[config.mk]
export PLATFORM = sky130hd
export DESIGN_NAME = gdiv_dual_out
export DESIGN_NICKNAME = d
export VERILOG_FILES = /design/src/rtl/gdiv_pkg.sv /design/src/rtl/gdiv_ratio_ctr.sv /design/src/rtl/gdiv_out_stage.sv /design/src/rtl/gdiv_dual_out.sv
export SDC_FILE = /design/constraint.sdc
export NUM_CORES = 1
export LEC_CHECK = 0
export CORE_MARGIN = 4
export CORE_UTILIZATION = 49
export DETAILED_ROUTE_END_ITERATION = 16
export HOLD_SLACK_MARGIN = 0.1
export MAX_ROUTING_LAYER = met4
export PLACE_DENSITY_LB_ADDON = 0.2
export SLEW_MARGIN = 25
export SYNTH_ARGS = -nofsm -noshare
export SYNTH_HDL_FRONTEND = slang
export SYNTH_SLANG_ARGS = --single-unit
[constraint.sdc]
create_clock -name clk -period 2.6 [get_ports clk]
set_input_delay 0.26 -clock clk [delete_from_list [all_inputs] [get_ports clk]]
set_output_delay 0.26 -clock clk [all_outputs]
set_load 0.1 [all_outputs]
[src/rtl/gdiv_pkg.sv]
package gdiv_pkg;
  localparam int CFG_W     = 8;
  localparam int CODE_W    = 3;
  localparam int CODE_LSB  = CFG_W - CODE_W;
  localparam int MAX_RATIO = 16;
  localparam int CNT_W     = $clog2(2 * MAX_RATIO);
  localparam int N_OUT     = 2;

  typedef logic [CNT_W:0] cnt_t;

  function automatic cnt_t ratio_of(input logic [CODE_W-1:0] code);
    case (code)
      3'd0:    ratio_of = cnt_t'(1);
      3'd1:    ratio_of = cnt_t'(2);
      3'd2:    ratio_of = cnt_t'(3);
      3'd3:    ratio_of = cnt_t'(4);
      3'd4:    ratio_of = cnt_t'(5);
      3'd5:    ratio_of = cnt_t'(6);
      3'd6:    ratio_of = cnt_t'(8);
      default: ratio_of = cnt_t'(MAX_RATIO);
    endcase
  endfunction
endpackage

[src/rtl/gdiv_ratio_ctr.sv]
module gdiv_ratio_ctr
  import gdiv_pkg::*;
(
  input  logic              clk,
  input  logic              rst,
  input  logic [CODE_W-1:0] code_i,
  input  logic              restart_i,
  output logic              ready_o,
  output logic              lvl_o
);
  logic [CODE_W-1:0] code_q;
  cnt_t              cnt_q;
  logic              hold_q;
  cnt_t              ratio, period, high_len;
  logic              end_p;

  assign ratio    = ratio_of(code_q);
  assign period   = ratio << 1;
  assign high_len = (ratio == cnt_t'(1)) ? cnt_t'(1) : {ratio[CNT_W:1], 1'b0};
  assign end_p    = (cnt_q == period - cnt_t'(1));
  assign ready_o  = hold_q | end_p;
  assign lvl_o    = !hold_q && (cnt_q < high_len);

  always_ff @(posedge clk) begin
    if (rst || restart_i) begin
      cnt_q  <= '0;
      hold_q <= 1'b0;
      code_q <= code_i;
    end else if (!hold_q) begin
      if (end_p) begin
        if (code_i != code_q) hold_q <= 1'b1;
        else                  cnt_q  <= '0;
      end else begin
        cnt_q <= cnt_q + cnt_t'(1);
      end
    end
  end

  // a holding divider waits, frozen, for the joint restart
  a_r5_hold_waits: assert property (@(posedge clk) disable iff (rst)
    hold_q && !restart_i |=> hold_q && $stable(cnt_q));

  // a joint restart begins a fresh period with a high phase
  a_r6_restart_fresh: assert property (@(posedge clk) disable iff (rst)
    restart_i |=> !hold_q && lvl_o);

  // leaving hold happens only through a joint restart
  a_r5_hold_exit: assert property (@(posedge clk) disable iff (rst)
    $fell(hold_q) |-> $past(restart_i));
endmodule

[src/rtl/gdiv_out_stage.sv]
module gdiv_out_stage (
  input  logic clk,
  input  logic rst,
  input  logic lvl_a,
  input  logic lvl_b,
  input  logic pick_b,
  input  logic en,
  input  logic force_low,
  output logic lvl_o,
  output logic oe_o
);
  always_ff @(posedge clk) begin
    if (rst) begin
      lvl_o <= 1'b0;
      oe_o  <= 1'b0;
    end else begin
      lvl_o <= en && !force_low && (pick_b ? lvl_b : lvl_a);
      oe_o  <= en;
    end
  end

  // disable wins over everything, level parked low
  a_r9_disable_wins: assert property (@(posedge clk) disable iff (rst)
    !en |=> !oe_o && !lvl_o);

  // force-low reaches the registered level one edge later
  a_r8_force_low: assert property (@(posedge clk) disable iff (rst)
    force_low |=> !lvl_o);

  // output enable is the enable delayed by one edge
  a_r10_oe_latency: assert property (@(posedge clk) disable iff (rst)
    1'b1 |=> oe_o == $past(en));
endmodule

[src/rtl/gdiv_dual_out.sv]
module gdiv_dual_out
  import gdiv_pkg::*;
(
  input  logic             clk,
  input  logic             rst,
  input  logic [CFG_W-1:0] div0_cfg,
  input  logic [CFG_W-1:0] div1_cfg,
  input  logic             out1_sel,
  input  logic [N_OUT-1:0] out_en,
  input  logic             force_low,
  output logic             clk_out0,
  output logic             clk_oe0,
  output logic             clk_out1,
  output logic             clk_oe1
);
  logic [N_OUT-1:0][CFG_W-1:0] cfg;
  logic [N_OUT-1:0]            ready, lvl, pick_b, lvl_out, oe_out;
  logic                        restart;

  assign cfg[0]    = div0_cfg;
  assign cfg[1]    = div1_cfg;
  assign restart   = &ready;
  assign pick_b[0] = 1'b0;
  assign pick_b[1] = out1_sel;

  for (genvar i = 0; i < N_OUT; i++) begin : g_div
    gdiv_ratio_ctr u_ctr (
      .clk       (clk),
      .rst       (rst),
      .code_i    (cfg[i][CFG_W-1:CODE_LSB]),
      .restart_i (restart),
      .ready_o   (ready[i]),
      .lvl_o     (lvl[i])
    );

    gdiv_out_stage u_out (
      .clk       (clk),
      .rst       (rst),
      .lvl_a     (lvl[0]),
      .lvl_b     (lvl[1]),
      .pick_b    (pick_b[i]),
      .en        (out_en[i]),
      .force_low (force_low),
      .lvl_o     (lvl_out[i]),
      .oe_o      (oe_out[i])
    );
  end

  assign clk_out0 = lvl_out[0];
  assign clk_oe0  = oe_out[0];
  assign clk_out1 = lvl_out[1];
  assign clk_oe1  = oe_out[1];

  // with output 1 following the first divider and both outputs
  // enabled and not forced, the two levels match
  a_r7_shared_source: assert property (@(posedge clk) disable iff (rst)
    !out1_sel && (&out_en) && !force_low |=> clk_out0 == clk_out1);

  // both dividers leave any period boundary together after a restart
  a_r6_joint_restart: assert property (@(posedge clk) disable iff (rst)
    restart |=> lvl[0] && lvl[1]);
endmodule

# --- Yosys cells after proc, flatten, opt, wreduce, memory -nomap -nowiden ---
# Cells that the tools add are included.
# Widths: inputs -> output; s select.
totals:
  out_inout_bits: 4
  regBits: 24
op_classes:
  muxes: 15
  n_lt_le_gt_ge: 2
  n_addsub: 4
  n_eq_ne: 20
  reduce_logical: 15
  bitwise: 4
op_table:
  columns: ["op", "count"]
  rows:
  - ["$pmux 5 s7", 2]
  - ["$mux 6", 4]
  - ["$eq 3x3->1 const B", 6]
  - ["$add 6x1->6 const B", 2]
  - ["$eq 3x2->1 const B", 4]
  - ["$eq 6x6->1", 2]
  - ["$lt 6x6->1", 2]
  - ["$sub 6x1->6 const B", 2]
  - ["$eq 5x1->1 const B", 2]
  - ["$mux 5", 2]
  - ["$mux 1", 7]
  - ["$eq 3x1->1 const B", 2]
  - ["$logic_and 1x1->1", 6]
  - ["$logic_not 3->1", 2]
  - ["$ne 3x3->1", 2]
  - ["$reduce_and 2->1", 3]
  - ["$ne 2x2->1 const B", 2]
  - ["$logic_not 1->1", 3]
  - ["$not 1->1", 2]
  - ["$or 1x1->1", 2]
  - ["$logic_or 1x1->1", 1]

# --- Logic depth before layout (Yosys ltp) ---
# Gate-level depths: netlist of the first run.
depth:
  word_depth: 8
  mapped_depth: 14
  mapped_depth_nobuf: 13

# --- Hierarchy ---
# A second synthesis of the first run with hierarchy kept.
hier_totals:
  cells_unflattened: 216
  area_unflattened_um2: 1889.3
by_module_without_submodules:
  columns: ["module", "seq_area_each_um2", "n_inst", "area_each_um2", "cells_per_inst"]
  rows:
  - ["gdiv_ratio_ctr", 230.2, 2, 868.3, 102]
  - ["gdiv_out_stage", 40.0, 2, 71.3, 5]
  - ["gdiv_dual_out", 0.0, 1, 10.0, 2]

# --- Least setup slack after synthesis of the first run ---
# Ideal clock, no wire load.
synth_timing:
  kind: "reg2reg"
  from: "register g_div[0].u_ctr.code_q[2]"
  to: "register g_div[0].u_ctr.code_q[0], enable pin"
  stages_incl_launch_ff: 10
  setup_slack_ps: -155
  arrival_ps: 2392
  setup_ps: 362
  cell_sequence: "edfxtp_1 -> buf_2 -> nor2_1 -> a21oi_1 -> ha_1 -> nor2b_1 -> o21a_1 -> o41ai_1 -> a31oi_1 -> o21bai_2"
synth_between:
  elab_chain_cells: 7
  elab_cells_between_ends: 13
synth_rtl:
  columns: ["element", "line", "source"]
  rows:
  - ["start: declaration", "gdiv_ratio_ctr.sv:11", "logic [CODE_W-1:0] code_q;"]
  - ["start signal: assignment", "gdiv_ratio_ctr.sv:28", "code_q <= code_i;"]
  - ["$eq 3x3->1, or another cell as far along", "gdiv_pkg.sv:12", "case (code)"]
  - ["$pmux 5 s7 (*)", "gdiv_pkg.sv:12", null]
  - ["$sub 6x1->6 (*)", "gdiv_ratio_ctr.sv:20", "assign end_p = (cnt_q == period - cnt_t'(1));"]
  - ["$eq 6x6->1 (*)", "gdiv_ratio_ctr.sv:20", null]
  - ["$or 1x1->1 (*)", "gdiv_ratio_ctr.sv:21", "assign ready_o = hold_q | end_p;"]
  - ["$reduce_and 2->1 (*)", "gdiv_dual_out.sv:22", "assign restart = &ready;"]
  - ["$logic_or 1x1->1 (*)", "gdiv_ratio_ctr.sv:25", "if (rst || restart_i) begin"]
# Mark *: on every way between the ends. The rest lies on a longest branch, timed or not.
# A chain may end at the register's enable or synchronous reset.

# --- Worst setup path in the final report of the first run ---
layout_timing:
  from: "register g_div[1].u_ctr.code_q[1]"
  to: "register g_div[1].u_ctr.cnt_q[1]"
layout_between:
  elab_chain_cells: 7
  elab_cells_between_ends: 17
layout_rtl:
  columns: ["element", "line", "source"]
  rows:
  - ["start: declaration", "gdiv_ratio_ctr.sv:11", null]
  - ["start signal: assignment", "gdiv_ratio_ctr.sv:28", null]
  - ["$eq 3x3->1, or another cell as far along", "gdiv_pkg.sv:12", null]
  - ["$pmux 5 s7", "gdiv_pkg.sv:12", null]
  - ["$sub 6x1->6", "gdiv_ratio_ctr.sv:20", null]
  - ["$eq 6x6->1", "gdiv_ratio_ctr.sv:20", null]
  - ["$or 1x1->1", "gdiv_ratio_ctr.sv:21", null]
  - ["$reduce_and 2->1", "gdiv_dual_out.sv:22", null]
  - ["$logic_or 1x1->1", "gdiv_ratio_ctr.sv:25", null]
  - ["end signal: assignment", "gdiv_ratio_ctr.sv:34", "cnt_q <= cnt_q + cnt_t'(1);"]
  - ["end: declaration", "gdiv_ratio_ctr.sv:12", "cnt_t cnt_q;"]
# Several ways; a longest one is shown, not always the timed one.

==> impl_metrics.env, run 1 <==
export IMPL_status="finished, final reports clean"
export IMPL_hold_path_class="input port to register"
export IMPL_synth_top_cell_area_share=0.2044
export IMPL_p_per_area_nw_per_um2=433.7
export IMPL_r2r_cells=13
export IMPL_crit_chain="buf_4 -> a21oi_4 -> inv_1 -> ha_2 -> a21bo_2 -> a221oi_2 -> o21ai_2 -> a31oi_1 -> buf_4 -> o21bai_4 -> buf_4 -> buf_4 -> a21oi_1"
export IMPL_drtIter0Drc=58
export IMPL_die_w_um=67.98
export IMPL_regToRegSetupSlack_ps=70
export IMPL_ys_seq_area_frac=0.3066
export IMPL_critPathBufInv=5
export IMPL_grt_ovfl_total=0
export IMPL_hold_violations=0
export IMPL_drv_slew=0
export IMPL_synth_main_ff_cell="dfxtp_1"
export IMPL_hold_buffers=0
export IMPL_worstPathArrival_ps=2790
export IMPL_ys_warn_count=0
export IMPL_min_path_cells=3
export IMPL_cp_end_kind="register"
export IMPL_port_buffers=15
export IMPL_dpl_cell_area_um2=2122
export IMPL_crit_top_cell="buf_4"
export IMPL_fin_setup_tns_ps=0
export IMPL_finalCritPeriodShare=0.9740
export IMPL_diodes=0
export IMPL_rows=21
export IMPL_clock_skew_ps=8.225
export IMPL_core_area_um2=3416
export IMPL_vias=1678
export IMPL_first_global_vias=1592
export IMPL_gp_congestion=0.8331
export IMPL_cts_htree_levels=1
export IMPL_cts_root_buffer="clkbuf_4"
export IMPL_stdcell_area_um2=2410
export IMPL_yosysTopAreaCell="dfxtp_1"
export IMPL_numCtsBuffers=3
export IMPL_whs_endpoint="g_div[1].u_out.oe_o"
export IMPL_synthCells=196
export IMPL_synth_xor_area_frac=0.06955
export IMPL_cts_buffer_depth=2
export IMPL_hp_start="out_en[1]"
export IMPL_worst_pin_slew_ps=507.2
export IMPL_yosys_area_share_simple=0.2491
export IMPL_syn_nets=232
export IMPL_grt_pass1_wl_mm=7.093
export IMPL_ios=26
export IMPL_path_max_fanout=4
export IMPL_max_cap_violations=0
export IMPL_critPathKind="register to register"
export IMPL_fin_crit_ps=2533
export IMPL_viasPerCell=5.806
export IMPL_nets=280
export IMPL_reg2reg_to="g_div[1].u_ctr.cnt_q[1]"
export IMPL_drt_wl_total_mm=4.358
export IMPL_cts_sink_count=24
export IMPL_synth_compound_area_share=0.2136
export IMPL_hold_slack_ps=485.7
export IMPL_insertion_delay_ps=320
export IMPL_required_ps=2860
export IMPL_initial_utilization=0.5161
export IMPL_muxShareOfSynthArea=0.01136
export IMPL_dieArea_um2=4621
export IMPL_grtUsageTotal=0.2050
export IMPL_avgSynthCellArea_um2=8.995
export IMPL_routedWlPerCell_um=15.08
export IMPL_rsz0062_at_grt="true"
export IMPL_cpLargestDelayFamily="compound AO/OA/AOI/OAI gates"
export IMPL_grt_max_degree=14
export IMPL_slowest_stage="edfxtp_1"
export IMPL_dp_hpwl_mm=3.141
export IMPL_layout_drive_gt1_share=0.3251
export IMPL_ir_worst_vdd_uv=328.4
export IMPL_cts_tree="done"
export IMPL_async_reset_ff_frac=0
export IMPL_rr_startpoint="g_div[1].u_ctr.code_q[1]"
export IMPL_relSlewSlack=0.6531
export IMPL_synth_area_leaders="dfxtp_1 20%, edfxtp_1 10%, ha_1 9.9%"
export IMPL_synth_top_family_by_area="simple AND/OR/NAND/NOR gates"
export IMPL_cp_start_kind="register"
export IMPL_ys_seq_elements=24
export IMPL_max_clock_freq_mhz=394.9
export IMPL_area_growth_pct=36.69
export IMPL_first_pass_iters=4
export IMPL_p_leak_nw=0.9968
export IMPL_synthDistinctLibCells=58
export IMPL_finalSetupViolations=0
export IMPL_final_antenna_net_count=0
export IMPL_drc=0
export IMPL_die_h_um=67.98
export IMPL_synth_edf_count=6
export IMPL_antenna_found_initial=0
export IMPL_final_util=0.7055
export IMPL_slowest_delay_ps=510
export IMPL_synth_area_um2=1763
export IMPL_path_clk_slew_ps=140
export IMPL_yosys_area_share_adder=0.09936
## how the worst max path moves through the flow
stage | from | endpoint | slack (ps) | cells past startpoint
after global routing | g_div[1].u_ctr.code_q[1] | g_div[1].u_out.lvl_o | -80 | 12
after floorplan | g_div[0].u_ctr.code_q[2] | g_div[0].u_ctr.code_q[0] | 20 | 9
after global placement | g_div[1].u_ctr.code_q[2] | g_div[1].u_out.lvl_o | 20 | 10
final | g_div[1].u_ctr.code_q[1] | g_div[1].u_ctr.cnt_q[1] | 70 | 13
after detailed placement | g_div[1].u_ctr.code_q[2] | g_div[1].u_out.lvl_o | -120 | 10
after CTS | g_div[1].u_ctr.code_q[2] | g_div[1].u_out.lvl_o | -5 | 10
## power breakdown
group | internal, W | total [W] | switching, W
Clock | 0.0000857 | 0.000200 | 0.000114
Combinational | 0.000198 | 0.000391 | 0.000193
Sequential | 0.000410 | 0.000455 | 0.0000449
Total | 0.000693 | 0.00105 | 0.000352
## registers in the layout, indices dropped and copies added, names as in the netlist
register / cells
g_div.u_ctr.hold_q: 2
g_div.u_ctr.cnt_q: 12
g_div.u_out.lvl_o: 2
g_div.u_out.oe_o: 2
g_div.u_ctr.code_q: 6
## repair_timing
item                       in CTS  in global routing
setup buffers                   4                  9
setup endpoints to repair      12                 14
hold endpoints to repair        0                  0
pin swaps                       4                 15
gates resized for setup         3                 31
## cell families (layout without fill, tap and decap cells)
logic type / Yosys count / in the layout
AND/OR/NAND/NOR: 71 / 71
AO/OA/AOI/OAI: 50 / 50
flip-flops: 24 / 24
buffers and inverters: 21 / 68
adder cells (fa/ha/maj): 14 / 14
XOR/XNOR: 14 / 14
multiplexers: 2 / 2
## cell type report
class	count	area, µm²
multi-input combinational	151	1300
sequential	24	540.5
tap	46	57.56
timing repair buffer	52	430.4
inverter	12	45.04
clock buffer	4	36.28
fill	281	1006
## placed cells by master, fill, tap and decap left out, types with 4 or more instances in the layout
cell / count
dfxtp_1: 18
nor2b_1: 7
inv_1: 10
o21ai_0: 4
nand2b_1: 5
nor2_1: 9
edfxtp_1: 6
xnor2_1: 7
buf_4: 40
nand2_1: 5
ha_1: 11
a21oi_1: 6
nand3_1: 10
xor2_1: 6
clkdlybuf4s50_1: 11
## worst min-delay path, stage by stage
cell and delay (ps):
clkdlybuf4s50_1 400, inv_1 80, nor2_1 40
## synth_stat cells, types with 2 or more instances
library cell / number
dfxtp_1: 18
ha_1: 14
inv_1: 12
nor2_1: 11
a21oi_1: 10
nand3_1: 10
nor2b_1: 8
xnor2_1: 8
edfxtp_1: 6
nand2_1: 6
nand2b_1: 6
xor2_1: 6
buf_2: 5
o21ai_0: 5
and2_1: 4
nor3b_1: 4
a211o_1: 3
a21o_1: 3
and3_1: 3
and3b_1: 3
nand4b_1: 3
nor4_1: 3
a2111oi_0: 2
a31oi_1: 2
a41oi_1: 2
clkbuf_1: 2
mux2i_1: 2
nand3b_1: 2
o211ai_1: 2
o21a_1: 2
o41ai_1: 2
## routing by layer
metal  share of wire  wire length, µm  GRT usage  vias to the layer above
li1                -                -          -                      827
met1            0.43             1870     0.2361                      819
met2            0.53             2328     0.3562                       23
met3           0.015               65    0.02627                        9
met4           0.021               93    0.08685                        0
met5               0                0          -                        -
## stage by stage
step | setup slack, ps | cells | total power [W]
after detailed placement | -116.6 | 272 | 0.0007759
after floorplan | 24.08 | 196 | 0.0006604
final | 67.50 | 289 | 0.001045
after CTS | -4.594 | 280 | 0.0009891
after global placement | 22.27 | 272 | 0.0007563
after global routing | -75.39 | 289 | 0.001109
Note: power is estimated with default switching activity, not from simulation.
==> run 2: changes to the inputs <==
Settings changed: CORE_ASPECT_RATIO set to 0.5.
==> run 2 against run 1 <==
Sequential power barely moved; critical path depth is 3 lower; die area increased by 1.3%; setup slack worse by 21 ps; sequential cell count did not move; clock-buffer cell count shrank 1; power increased by 6.3%; clock power is 64% higher; combinational power down 16%; core utilization fell by 5.2 points; critical path type unchanged; largest power group unchanged; highest routed layer unchanged.
==> impl_metrics.env, run 2 (synthesis results as in run 1) <==
export IMPL_first_global_vias=1473
export IMPL_worst_pin_slew_ps=496.2
export IMPL_drt_wl_total_mm=3.953
export IMPL_worstPathArrival_ps=2720
export IMPL_reg_top3="g_div.u_ctr.cnt_q (12), g_div.u_ctr.code_q (6)"
export IMPL_final_common_cell="buf_4"
export IMPL_gp_congestion=0.8955
export IMPL_drc=0
export IMPL_finalCritPeriodShare=0.9820
export IMPL_diodes=0
export IMPL_layout_common_cells="23 x buf_4, 18 x dfxtp_1, 12 x ha_1"
export IMPL_fillCellCount=296
export IMPL_max_cap_violations=0
export IMPL_fin_crit_ps=2553
export IMPL_ios=26
export IMPL_drv_slew=0
export IMPL_port_buffers=15
export IMPL_cts_buffer_depth=2
export IMPL_power_w=0.001111
export IMPL_core_area_um2=3453
export IMPL_ir_worst_vdd_uv=206.6
export IMPL_grt_ovfl_total=0
export IMPL_cts_root_buffer="clkbuf_8"
export IMPL_initial_utilization=0.5105
export IMPL_cts_sink_count=24
export IMPL_antenna_found_initial=0
export IMPL_hold_path_class="input port to register"
export IMPL_routedWlPerCell_um=14.27
export IMPL_vias=1542
export IMPL_p_leak_nw=0.9101
export IMPL_grt_max_degree=15
export IMPL_relSlewSlack=0.6606
export IMPL_fin_setup_tns_ps=0
export IMPL_insertion_delay_ps=260
export IMPL_first_pass_iters=4
export IMPL_dieArea_um2=4680
export IMPL_dp_hpwl_mm=2.829
export IMPL_path_clk_slew_ps=90
export IMPL_reg2reg_to="g_div[0].u_ctr.cnt_q[3]"
export IMPL_cp_start_kind="register"
export IMPL_area_growth_pct=27.96
export IMPL_fin_ws_ps=46.85
export IMPL_regToRegSetupSlack_ps=50
export IMPL_layout_drive_gt1_share=0.2257
export IMPL_cp_end_kind="register"
export IMPL_final_antenna_net_count=0
export IMPL_p_per_area_nw_per_um2=492.6
export IMPL_die_h_um=50.42
export IMPL_cts_tree="done"
export IMPL_grtUsageTotal=0.1763
export IMPL_grt_pass1_wl_mm=6.534
export IMPL_rsz0062_at_grt="true"
export IMPL_required_ps=2770
export IMPL_drtIter0Drc=31
export IMPL_r2r_cells=10
export IMPL_startpoint="g_div[0].u_ctr.code_q[0]"
export IMPL_rr_startpoint="g_div[0].u_ctr.code_q[0]"
export IMPL_cts_htree_levels=1
export IMPL_hold_slack_ps=552.4
export IMPL_dp_worst_setup_slack_ps=8.493
export IMPL_die_w_um=92.83
export IMPL_finalSetupViolations=0
export IMPL_critPathKind="register to register"
export IMPL_largest_register="g_div.u_ctr.cnt_q"
export IMPL_rows=15
export IMPL_path_max_fanout=5
export IMPL_clock_skew_ps=1.246
export IMPL_numCtsBuffers=3
export IMPL_hold_violations=0
export IMPL_viasPerCell=5.567
export IMPL_status="finished, final reports clean"
export IMPL_crit_path_end="g_div[0].u_ctr.cnt_q[3]"
export IMPL_largest_reg_flops=12
export IMPL_nets=263
export IMPL_max_clock_freq_mhz=391.7
## run 2: worst min path at each step
stage	cells after the start	from	slack, ps	endpoint
finish	3	out_en[1]	550	g_div[1].u_out.lvl_o
global route	2	out_en[0]	570	g_div[0].u_out.oe_o
CTS	3	out_en[1]	530	g_div[1].u_out.oe_o
detailed placement	2	g_div[0].u_ctr.cnt_q[4]	540	g_div[0].u_ctr.cnt_q[4]
global placement	2	g_div[0].u_ctr.cnt_q[4]	530	g_div[0].u_ctr.cnt_q[4]
floorplan	1	rst	330	g_div[1].u_out.oe_o
## run 2: where the power goes
group	leakage (nW)	switching [W]	total [W]	internal, W
combinational	0.669	0.000169	0.000327	0.000158
clock	0.0357	0.000123	0.000328	0.000206
sequential	0.206	0.0000466	0.000456	0.000410
## run 2: timing repair
item / in CTS / in global routing
setup endpoints to repair: 2 / 20
buffers inserted: 0 / 6
gates resized for setup: 0 / 20
hold buffers: 0 / 0
pin swaps: 1 / 9
cloned: 0 / 0
## run 2: cell type report
type	count	area (µm²)	area share
Clock buffer	3	41.29	0.01830
Timing Repair Buffer	35	302.8	0.1342
Sequential cell	24	540.5	0.2396
Inverter	12	45.04	0.01997
Multi-Input combinational cell	151	1232	0.5463
Tap cell	51	63.81	0.02829
Clock inverter	1	30.03	0.01331
## run 2: metrics by stage
stage / std cells / area (µm²) / util
detailed placement: 267 / 2066 / 0.5982
global placement: 267 / 2066 / 0.5982
global route: 277 / 2256 / 0.6533
floorplan: 196 / 1788 / -
finish: 277 / 2256 / 0.6533
CTS: 271 / 2137 / 0.6188
## run 2: per-layer routing
metal	up-vias	global-route usage	routed length (µm)	part of all wire
li1	788	-	-	-
met1	728	0.2258	1973	0.50
met2	22	0.2861	1850	0.47
met3	4	0.03443	90	0.023
met4	0	0.05109	39	0.0099
met5	-	-	0	0
## run 2: worst max-delay path, stage by stage (launching register included)
cell      delay (ps)
edfxtp_1         470
nor2b_4          170
a21oi_2          150
ha_2             240
inv_2             50
o31a_1           290
or3_4            360
and3_4           220
buf_4            140
a21o_1           150
a32o_1           230
